==> src/rtl/br_pkg.sv <==
package br_pkg;

  // Serial clock level for a position inside the bit period.
  function automatic logic br_sclk_high(input int unsigned pos, input int unsigned limit);
    return pos <= limit;
  endfunction

  // True when the divider count has reached its terminal value.
  function automatic logic br_at_limit(input int unsigned cnt, input int unsigned limit);
    return cnt == limit;
  endfunction

  // Bit period length measured in counted source pulses.
  function automatic int unsigned br_period(input int unsigned limit);
    return 2 * (limit + 1);
  endfunction

endpackage

==> src/rtl/br_ext_sync.sv <==
module br_ext_sync #(
  parameter int STAGES = 2
) (
  input  logic clk,
  input  logic rst_n,
  input  logic ext_in,
  output logic rise
);
  logic [STAGES-1:0] sync_q;
  logic              last_q;

  generate
    if (STAGES > 1) begin : g_chain
      always_ff @(posedge clk or negedge rst_n) begin
        if (!rst_n) sync_q <= '0;
        else        sync_q <= {sync_q[STAGES-2:0], ext_in};
      end
    end else begin : g_single
      always_ff @(posedge clk or negedge rst_n) begin
        if (!rst_n) sync_q <= '0;
        else        sync_q <= ext_in;
      end
    end
  endgenerate

  always_ff @(posedge clk or negedge rst_n) begin
    if (!rst_n) last_q <= 1'b0;
    else        last_q <= sync_q[STAGES-1];
  end

  assign rise = sync_q[STAGES-1] & ~last_q;
endmodule

==> src/rtl/br_prescale.sv <==
module br_prescale (
  input  logic clk,
  input  logic rst_n,
  input  logic clear,
  input  logic step,
  output logic phase,
  output logic half_pulse
);
  always_ff @(posedge clk or negedge rst_n) begin
    if (!rst_n)     phase <= 1'b0;
    else if (clear) phase <= 1'b0;
    else if (step)  phase <= ~phase;
  end

  // Every second accepted step passes on to the divider.
  assign half_pulse = step & phase & ~clear;
endmodule

==> src/rtl/br_divider.sv <==
module br_divider #(
  parameter int DIV_W = 8
) (
  input  logic             clk,
  input  logic             rst_n,
  input  logic             clear,
  input  logic             step,
  input  logic [DIV_W-1:0] limit,
  output logic [DIV_W-1:0] count,
  output logic             wrap
);
  logic at_end;

  assign at_end = br_pkg::br_at_limit(32'(count), 32'(limit));
  assign wrap   = step & at_end & ~clear;

  always_ff @(posedge clk or negedge rst_n) begin
    if (!rst_n)     count <= '0;
    else if (clear) count <= '0;
    else if (step)  count <= at_end ? '0 : count + 1'b1;
  end
endmodule

==> src/rtl/bitrate_gen.sv <==
module bitrate_gen #(
  parameter int DIV_W       = 8,
  parameter int SYNC_STAGES = 2
) (
  input  logic             clk,
  input  logic             rst_n,
  input  logic             en,
  input  logic             src_ext,
  input  logic [DIV_W-1:0] divisor,
  input  logic             ref_tick,
  input  logic             ext_clk,
  output logic             bit_tick,
  output logic             sclk
);
  localparam int CFG_W = DIV_W + 1;
  localparam int POS_W = DIV_W + 1;

  logic [CFG_W-1:0] cfg_now, cfg_q;
  logic [DIV_W-1:0] divisor_q;
  logic             restart, clear;
  logic             ext_rise, src_pulse;
  logic             phase, half_pulse;
  logic [DIV_W-1:0] dcnt;
  logic             wrap;
  logic             bit_tick_q;
  logic [POS_W-1:0] pos;

  // Configuration snapshot; any difference while running forces a restart.
  assign cfg_now = {src_ext, divisor};

  always_ff @(posedge clk or negedge rst_n) begin
    if (!rst_n) cfg_q <= '0;
    else        cfg_q <= cfg_now;
  end

  assign divisor_q = cfg_q[DIV_W-1:0];
  assign restart   = en & (cfg_now != cfg_q);
  assign clear     = ~en | restart;

  br_ext_sync #(.STAGES(SYNC_STAGES)) u_sync (
    .clk    (clk),
    .rst_n  (rst_n),
    .ext_in (ext_clk),
    .rise   (ext_rise)
  );

  assign src_pulse = en & (src_ext ? ext_rise : ref_tick);

  br_prescale u_pre (
    .clk        (clk),
    .rst_n      (rst_n),
    .clear      (clear),
    .step       (src_pulse),
    .phase      (phase),
    .half_pulse (half_pulse)
  );

  br_divider #(.DIV_W(DIV_W)) u_div (
    .clk   (clk),
    .rst_n (rst_n),
    .clear (clear),
    .step  (half_pulse),
    .limit (divisor_q),
    .count (dcnt),
    .wrap  (wrap)
  );

  always_ff @(posedge clk or negedge rst_n) begin
    if (!rst_n) bit_tick_q <= 1'b0;
    else        bit_tick_q <= wrap;
  end

  // Position inside the bit period, counted in source pulses.
  assign pos      = {dcnt, phase};
  assign bit_tick = bit_tick_q;
  assign sclk     = en & br_pkg::br_sclk_high(32'(pos), 32'(divisor_q));
endmodule

==> config.mk <==
export PLATFORM = sky130hd
export DESIGN_NAME = bitrate_gen
export DESIGN_NICKNAME = d
export VERILOG_FILES = /design/src/rtl/br_pkg.sv /design/src/rtl/br_ext_sync.sv /design/src/rtl/br_prescale.sv /design/src/rtl/br_divider.sv /design/src/rtl/bitrate_gen.sv
export SDC_FILE = /design/constraint.sdc
export NUM_CORES = 1
export LEC_CHECK = 0
export BUFFER_PORTS_ARGS = -buffer_cell sky130_fd_sc_hd__buf_2
export CAP_MARGIN = 40
export CORE_ASPECT_RATIO = 1.2
export CORE_MARGIN = 2
export CORE_UTILIZATION = 54
export CTS_BUF_LIST = sky130_fd_sc_hd__clkbuf_2
export DETAILED_ROUTE_END_ITERATION = 10
export PLACE_DENSITY = 0.75
export RECOVER_POWER = 100
export SLEW_MARGIN = 15
export SYNTH_ARGS = -nofsm -noshare
export SYNTH_HDL_FRONTEND = slang
export SYNTH_SLANG_ARGS = --single-unit
==> constraint.sdc <==
create_clock -name clk -period 2.7 [get_ports clk]
set_input_delay 0.675 -clock clk [delete_from_list [all_inputs] [get_ports clk]]
set_output_delay 0.675 -clock clk [all_outputs]
set_load 0.05 [all_outputs]
; ---- Word-level counts from Yosys, hierarchy flattened
; Index checks and enable logic that the tools add are counted.
[word_totals]
ram_bits = 0
latchBits = 0
memories = 0
input_bits = 14
word_cells = 31
mem_bits_ro = 0
ff_bits = 22
[op_classes]
n_lt_le_gt_ge = 1
n_mul = 0
div = 0
n_eq_ne = 2
muxes = 6
n_bitwise = 13
reduce_logical = 2
n_addsub = 1
shift = 0
[ops]
columns = op, count
row1 = 2-to-1 mux 8 bit, 3
row2 = less-or-equal comparator 9 x 8 -> 1 bit, 1
row3 = inequality test 9 bit, 1
row4 = "adder 8 x 1 -> 8 bit, second input constant", 1
row5 = bitwise AND 1 bit, 8
row6 = == test 8 bit, 1
row7 = NOT 1 bit, 4
row8 = nonzero test 2 bit, 2
row9 = 2-to-1 mux 1 bit, 3
row10 = OR 1 bit, 1

; ---- Longest topological paths before layout
; Gate-level depths: netlist (run 1).
[depth]
word_depth = 8
depth_mapped = 7
mapped_depth_nobuf = 7

; ---- Hierarchy
; From an unflattened synthesis (run 1), not the netlist that was laid out.
[unflattened]
hier_cells = 113
hier_area_um2 = 1218.7
[modules_own_cells]
columns = mod, cells_each, instances, area_each_um2
row1 = bitrate_gen, 53, 1, 571.8
row2 = br_divider, 51, 1, 513.0
row3 = br_ext_sync, 4, 1, 88.8
row4 = br_prescale, 5, 1, 45.0

; ---- Worst setup path after synthesis (run 1)
; OpenSTA, ideal clock, no wires.
[synth_timing]
path_kind = reg2out
start = register u_div.count[5]
end = output sclk
n_path_buf = 0
required_time_ns = 2.025
path_stages_with_launch = 6
path_slack_ns = -0.074
t_arrival_ns = 2.099
cell_sequence = dfrtp_1 -> ha_1 -> a21o_1 -> a211oi_1 -> nand2_1 -> a31oi_1
[synth_via]
elab_chain_len = 2
[synth_rtl]
columns = item, line_no
row1 = from (decl), br_divider.sv:9  ; output logic [DIV_W-1:0] count,
row2 = from (signal assigned), br_divider.sv:20  ; else if (step) count <= at_end ? '0 : count + 1'b1;
row3 = less-or-equal comparator 9 x 8 -> 1 bit, br_pkg.sv:5  ; return pos <= limit;
row4 = bitwise AND 1 bit, bitrate_gen.sv:76  ; assign sclk = en & br_pkg::br_sclk_high(32'(pos), 32'(divisor_q));
row5 = to (decl), bitrate_gen.sv:13  ; output logic sclk
; No other way between the ends.

; ---- Worst setup path after layout (run 1)
; Same ends and word-level chain as after synthesis.

==> results of run 1 <==
-- area by class of cell --
type	count	area (µm²)	area share
tap	31	38.79	0.02643
multi-input combinational	94	675.6	0.4604
inverter	9	33.78	0.02302
clock buffer	3	15.01	0.01023
sequential	22	554.3	0.3777
clock inverter	1	30.03	0.02046
timing repair buffer	22	120.1	0.08184
-- timing repair --
| action | 4_1_cts | 5_1_grt |
|---|---|---|
| pin swaps | 0 | 5 |
| setup buffers | 2 | 4 |
| setup endpoints to repair | 1 | 1 |
| resized for setup | 3 | 6 |
-- worst register-to-register path: cells and delay by family, from the launching register on --
family / cells / cell delay [ps]
xor+xnor: 1 / 150
flops: 1 / 440
compound gates: 2 / 330
simple gates: 2 / 980
buf+inv: 1 / 150
-- metal layers --
metal / vias to the layer above / track usage
li1: 502 / -
met1: 491 / 0.2957
met2: 26 / 0.3695
met3: 10 / 0.04823
met4: 0 / 0.1004
met5: - / 0
-- how the worst max path moves through the flow --
| stage | from | to | slack [ps] | cells past startpoint |
|---|---|---|---|---|
| 4_1_cts | u_div.count[1]$_DFFE_PN0P_ | sclk | 20 | 7 |
| 3_5_place_dp | u_div.count[5]$_DFFE_PN0P_ | sclk | 250 | 6 |
| 3_3_place_gp | u_div.count[5]$_DFFE_PN0P_ | sclk | 300 | 6 |
| 6_report | u_div.count[5]$_DFFE_PN0P_ | sclk | 80 | 6 |
| 5_1_grt | u_div.count[5]$_DFFE_PN0P_ | sclk | -70 | 6 |
| 2_1_floorplan | u_div.count[5]$_DFFE_PN0P_ | sclk | 230 | 5 |
-- registers in the layout, summed over array words and instances (netlist names) --
signal,count
u_div.count,8
bit_tick,1
u_pre.phase,1
u_sync.last_q,1
cfg_q,9
u_sync.sync_q,2
-- metrics by stage --
stage            util  instances  TNS [ps]  hold slack (ps)
6_report       0.6568        182         0            395.5
4_1_cts        0.6467        178         0            264.1
3_5_place_dp   0.6159        172         0            353.5
3_3_place_gp   0.6159        172         0            343.4
5_1_grt        0.6568        182    -67.11            406.5
2_1_floorplan       -        126         0            331.2
-- cells in the final DEF, fill, tap and decap left out, drive strengths merged, types with 2 or more instances in the layout --
| master | n |
|---|---|
| clkbuf | 14 |
| nand3b | 2 |
| buf | 11 |
| nand2 | 9 |
| inv | 9 |
| nand4 | 3 |
| a31oi | 2 |
| a21oi | 11 |
| o21ai | 7 |
| nand4b | 3 |
| ha | 9 |
| nor3 | 3 |
| nor2 | 5 |
| dfrtp | 22 |
| nor4 | 5 |
| nand3 | 7 |
| xor2 | 17 |
-- power by group --
part | internal, mW | switching, mW | total, mW
clock | 0.128 | 0.104 | 0.232
sequential | 0.339 | 0.00817 | 0.347
combinational | 0.0252 | 0.0344 | 0.0596
-- kinds of logic (layout without fill, tap and decap cells) --
group                    Yosys count  after routing  share of synthesized area
flip-flops                        22             22                     0.4391
AND/OR/NAND/NOR                   42             42                     0.2016
adder cells (fa/ha/maj)            9              9                    0.08982
XOR/XNOR                          18             18                     0.1257
buffers and inverters             10             35                    0.03093
AO/OA/AOI/OAI                     25             25                     0.1128
==> key figures, run 1 <==
Synthesis
  – Most frequent cell after synthesis: dfrtp_1
  – Post-synth top area share: 0.4391
  – Mapped Area: 1254 µm²
  – Yosys warns: 0
  – Syn Inst Count: 126
  – Unique masters post-synth: 31
  – Async S/R FF share, synth: 1.000
  – Number of synthesized flops with an enable pin: 0
  – Top cells by count, synth: dfrtp_1, xor2_1, a21oi_1, ha_1, inv_1
  – Mapped Nets: 149
  – Largest area contributor in the netlist: dfrtp_1
  – Main synth FF type: dfrtp_1
  – Synth Area per Inst: 9.950 µm²
  – Seq/Total Area, Yosys: 0.4391
  – Synth Register Bits: 22
  – Synth area leaders: dfrtp_1, xor2_1, ha_1, a21oi_1, nand3_1

Drt
  – Metal-1 WL: 1220 µm
  – DR vias/cell: 5.654
  – Vias: 1029
  – DRT antenna net count: 0
  – # DRC: 0
  – DR WL/cell: 14.69 µm
  – Top Metal Used: met4
  – DR WL met3: 86 µm
  – Drt initial violations: 20
  – WL final: 2673 µm
  – Wire length on met2: 1279 µm
  – DR pass1 iterations: 5

Die
  – Die Y: 56.78 µm
  – Starting density of the core: 0.5610
  – Core area: 2235 µm²
  – Rows: 19
  – Die W: 47.99 µm
  – IO Count: 16
  – Die area: 2725 µm²

Setup path
  – Startpoint type of the worst setup path: flop
  – Worst path max stage delay: 480 ps
  – Critical path fanouts, max: 2
  – Reg2reg setup slack: 560 ps
  – Worst reg2reg path depth: 6
  – Crit path DAT: 1940 ps
  – Critical R2R Launch: cfg_q[7]$_DFF_PN0_
  – Worst setup path class: reg -> out
  – Critical-path cell with the highest stage delay: dfrtp_2
  – Worst Path Required: 2030 ps
  – CP Cell Sequence: ha_4 > a21o_1 > a211oi_2 > nand3_1 > a31oi_2 > buf_6
  – Delay-heaviest family, CP: compound AO/OA/AOI/OAI gates
  – CP endpoint kind: output pin
  – CP bufs+invs: 1
  – FF-to-FF End: u_div.count[5]$_DFFE_PN0P_

Timing
  – Max-slew headroom at the worst pin: 0.2250
  – Minimum clock period after layout: 2618 ps
  – Setup Skew: 18.31 ps
  – Final Max Slew Viols: 0
  – Fmax: 382.0 MHz
  – RSZ-0062 raised after global routing: true
  – Fin crit share: 0.9695
  – Measured slew at the worst slew-check pin: 1163 ps
  – Final hold violations: 0
  – Final setup viols: 0
  – PnR worst setup slack: 82.45 ps

Clock tree
  – Clk root buf: clkbuf_2
  – Num Clock Sinks: 22
  – H-tree Lvls: 1
  – Num CTS Buffers: 3
  – Worst-path clk slew: 220 ps
  – Clk buf depth: 2
  – CTS tree: done
  – Worst-Skew Late Latency: 340 ps
  – Hold-fix buffers at CTS: 0

Placed design
  – Worst slack, placed: 252.6 ps
  – Placed cell area: 1376 µm²
  – GPL Wtd Cong: 0.8586
  – DP Wirelength: 1971 µm
  – Port Buffers: 15

Power
  – Power Dens Cells: 435.0 nW/µm²
  – Final Power: 0.6384 mW
  – Pleak: 0.6614 nW
  – Worst VDD drop: 0.0003670 V

Worst hold path
  – Hold path start: u_sync.sync_q[0]$_DFF_PN0_
  – WHS Endpoint: u_sync.sync_q[1]$_DFF_PN0_
  – Hold depth: 0
  – Hold Crit Class: reg -> reg

Final layout
  – Layout Area Growth over Synthesis: 17.07%
  – Final instance area: 1468 µm²
  – Filler cells: 198
  – Share of cells above drive strength 1: 0.1589
  – # diodes: 0
  – Nets@finish: 175

Global route
  – First-pass GRT wire length: 4560 µm
  – Initial antenna violation count: 0
  – All-Layer GR Usage: 0.2337
  – Largest net degree at the start of global routing: 23
  – Vias in the first global route: 1072
  – Congestion Overflow GR: 0

Job
  – Max Cap Violations: 0

Outcome
  – Status: completed
(Power assumes the default switching activity.)
==> inputs of run 2 (changes only) <==
--- a/config.mk
+++ b/config.mk
@@ -5,14 +5,14 @@
 export SDC_FILE = /design/constraint.sdc
 export NUM_CORES = 1
 export LEC_CHECK = 0
+export ABC_AREA = 1
 export BUFFER_PORTS_ARGS = -buffer_cell sky130_fd_sc_hd__buf_2
 export CAP_MARGIN = 40
 export CORE_ASPECT_RATIO = 1.2
 export CORE_MARGIN = 2
-export CORE_UTILIZATION = 54
+export CORE_UTILIZATION = 45
 export CTS_BUF_LIST = sky130_fd_sc_hd__clkbuf_2
 export DETAILED_ROUTE_END_ITERATION = 10
-export PLACE_DENSITY = 0.75
 export RECOVER_POWER = 100
 export SLEW_MARGIN = 15
 export SYNTH_ARGS = -nofsm -noshare
==> run 2 against run 1 <==
Non-clock buffer count decreased by 4; first-iteration DRC count grew 20%; sequential share of layout area fell by 0.65 points; worst hold slack got worse by 7.5 ps; via count increased by 11%; largest power group unchanged.
==> key figures, run 2 <==
Placed design
  – Port Buffers: 15
  – Placed cell area: 1470 µm²
  – GPL Wtd Cong: 0.9210
  – DP Wirelength: 2197 µm

Clock tree
  – CTS tree: done
  – Num Clock Sinks: 22
  – Num CTS Buffers: 3
  – Worst-Skew Late Latency: 330 ps
  – H-tree Lvls: 1
  – Worst-path clk slew: 220 ps
  – Clk buf depth: 2
  – Clk root buf: clkbuf_2

Die
  – Rows: 21
  – Die area: 3498 µm²
  – Core area: 2838 µm²
  – IO Count: 16
  – Die W: 54.33 µm
  – Die Y: 64.39 µm
  – Starting density of the core: 0.4819

Power
  – Final Power: 0.5509 mW
  – Pint: 0.3972 mW
  – Worst VDD drop: 0.0002552 V
  – Power Dens Cells: 369.7 nW/µm²
  – Sw Pwr: 0.1537 mW
  – Comb pwr share: 0.126
  – Pleak: 0.8066 nW
  – Switching Share: 0.2790
  – Sequential power share: 0.628
  – Clk pwr share: 0.246

Synthesis
  – Synth area leaders: dfrtp_1, nand2_1, ha_1, nand3_1, inv_1
  – Synth Register Bits: 22
  – Largest area contributor in the netlist: dfrtp_1
  – Yosys warns: 0
  – Unique masters post-synth: 22
  – Number of synthesized flops with an enable pin: 0
  – Async S/R FF share, synth: 1.000
  – Main synth FF type: dfrtp_1
  – Mapped Area: 1368 µm²
  – Top cells by count, synth: nand2_1, dfrtp_1, inv_1, nand3_1, nor2_1
  – Most frequent cell after synthesis: nand2_1
  – Synth Area per Inst: 7.640 µm²
  – Mapped Nets: 202
  – Post-synth top area share: 0.4026
  – Syn Inst Count: 179
  – Seq/Total Area, Yosys: 0.4026

Timing
  – Fin crit share: 0.9548
  – Final hold violations: 0
  – Final hold slack: 388.0 ps
  – Minimum clock period after layout: 2578 ps
  – Max-slew headroom at the worst pin: 0.1790
  – Setup Skew: 8.658 ps
  – Fmax: 387.9 MHz
  – Final setup viols: 0
  – Measured slew at the worst slew-check pin: 1231 ps
  – Final Max Slew Viols: 0

Global route
  – Congestion Overflow GR: 0
  – All-Layer GR Usage: 0.1841
  – First-pass GRT wire length: 4705 µm
  – Initial antenna violation count: 0
  – Largest net degree at the start of global routing: 23
  – Vias in the first global route: 1050

Final layout
  – Most flops, register: cfg_q
  – Filler cells: 305
  – Max reg flops: 9
  – Commonest cells after routing, fill and taps aside: nand2_1, inv_1, nand3_1
  – Layout Area Growth over Synthesis: 8.966%
  – Multi-input logic area: 686.9 µm²
  – Most common cell after layout, fill and taps aside: nand2_1
  – Final instance area: 1490 µm²
  – Nets@finish: 224
  – Largest regs: cfg_q (9), u_div.count (8), u_sync.sync_q (2)
  – Share of cells above drive strength 1: 0.1400
  – # diodes: 0
  – Register Area: 553.0 µm²

Setup path
  – Critical path fanouts, max: 3
  – Worst setup path class: reg -> out
  – Worst Path Required: 2030 ps
  – Crit path DAT: 1900 ps
  – Critical R2R Launch: cfg_q[6]$_DFF_PN0_
  – CP bufs+invs: 2
  – Most used cell, CP: a21oi_1
  – Critical-path cell with the highest stage delay: dfrtp_1
  – Reg2reg setup slack: 620 ps
  – CP endpoint kind: output pin
  – Delay-heaviest family, CP: flip-flops
  – Worst reg2reg path depth: 5
  – Startpoint type of the worst setup path: flop
  – Worst path max stage delay: 430 ps
  – CP Cell Sequence: inv_2 > ha_1 > a21oi_1 > o21ai_0 > nand2_1 > nand3_1 > a21oi_1 > clkbuf_4
  – FF-to-FF End: bit_tick$_DFF_PN0_

Outcome
  – Status: completed

Drt
  – DR vias/cell: 4.889
  – Vias: 1144
  – WL final: 2827 µm
  – DR pass1 iterations: 4
  – Drt initial violations: 24
  – DR WL/cell: 12.08 µm
  – DRT antenna net count: 0
  – # DRC: 0

Worst hold path
  – WHS Endpoint: u_sync.sync_q[1]$_DFF_PN0_
  – Hold path start: u_sync.sync_q[0]$_DFF_PN0_
  – Hold depth: 0
  – Hold Crit Class: reg -> reg

Job
  – Max Cap Violations: 0
-- run 2: cell count changes in the layout (fill, tap and decap cells not counted), moves of 5 or more --
cell	delta
nand2_1	+45
inv_1	+14
nand3_1	+14
xor2_1	-12
nor2_1	+10
a21oi_1	-7
buf_4	-5
-- run 2: area by class of cell --
cell class | count | area share
well taps | 34 | 0.02855
multi-input cells | 129 | 0.4610
clock buffers | 3 | 0.01008
clock inverters | 1 | 0.002519
repair buffers | 18 | 0.05877
flip-flops and latches | 22 | 0.3711
inverters | 27 | 0.06801
-- run 2: what timing repair did --
action / in CTS / in global routing
hold buffers: 0 / 0
resized for setup: 0 / 4
setup buffers: 0 / 3
setup endpoints to repair: 0 / 1
-- run 2: per-layer routing --
layer,GRT usage,part of all wire,up-vias
met5,0,0,-
met3,0.02103,0.028,2
met4,0.06563,0.0071,0
met2,0.2907,0.47,17
met1,0.2537,0.49,522
li1,-,-,603
-- run 2: power by group through the flow --
stage               sequential [mW]  combinational (mW)  clock [mW]
CTS                           0.346              0.0694       0.137
global route                  0.347              0.0795       0.153
detailed placement            0.352              0.0691           0
finish                        0.346              0.0694       0.136
floorplan                     0.350              0.0415           0
global placement              0.352              0.0676           0
-- run 2: logic make-up after synthesis --
logic type               Yosys count  synth area share
adder cells (fa/ha/maj)            9           0.08234
AO/OA/AOI/OAI                     11           0.04209
buffers and inverters             28           0.08509
flip-flops                        22            0.4026
AND/OR/NAND/NOR                  102            0.3431
XOR/XNOR                           7           0.04483
-- run 2: worst max path at each step --
| stage | end | cells after the start | start | slack (ps) |
|---|---|---|---|---|
| 2_1_floorplan | sclk | 5 | u_div.count[6]$_DFFE_PN0P_ | 130 |
| 3_3_place_gp | sclk | 6 | u_div.count[6]$_DFFE_PN0P_ | 490 |
| 3_5_place_dp | sclk | 6 | u_div.count[6]$_DFFE_PN0P_ | 450 |
| 4_1_cts | sclk | 6 | u_div.count[6]$_DFFE_PN0P_ | 50 |
| 5_1_grt | sclk | 8 | cfg_q[4]$_DFF_PN0_ | -10 |
| 6_report | sclk | 8 | cfg_q[4]$_DFF_PN0_ | 120 |
-- run 2: metrics by stage --
step	TNS (ps)	util	setup slack (ps)	std cells
6_report	0	0.5251	122.1	234
5_1_grt	-13.25	0.5251	-13.25	234
4_1_cts	0	0.5247	49.78	231
3_5_place_dp	0	0.5181	451.1	227
3_3_place_gp	0	0.5181	489.1	227
2_1_floorplan	0	-	128.8	179
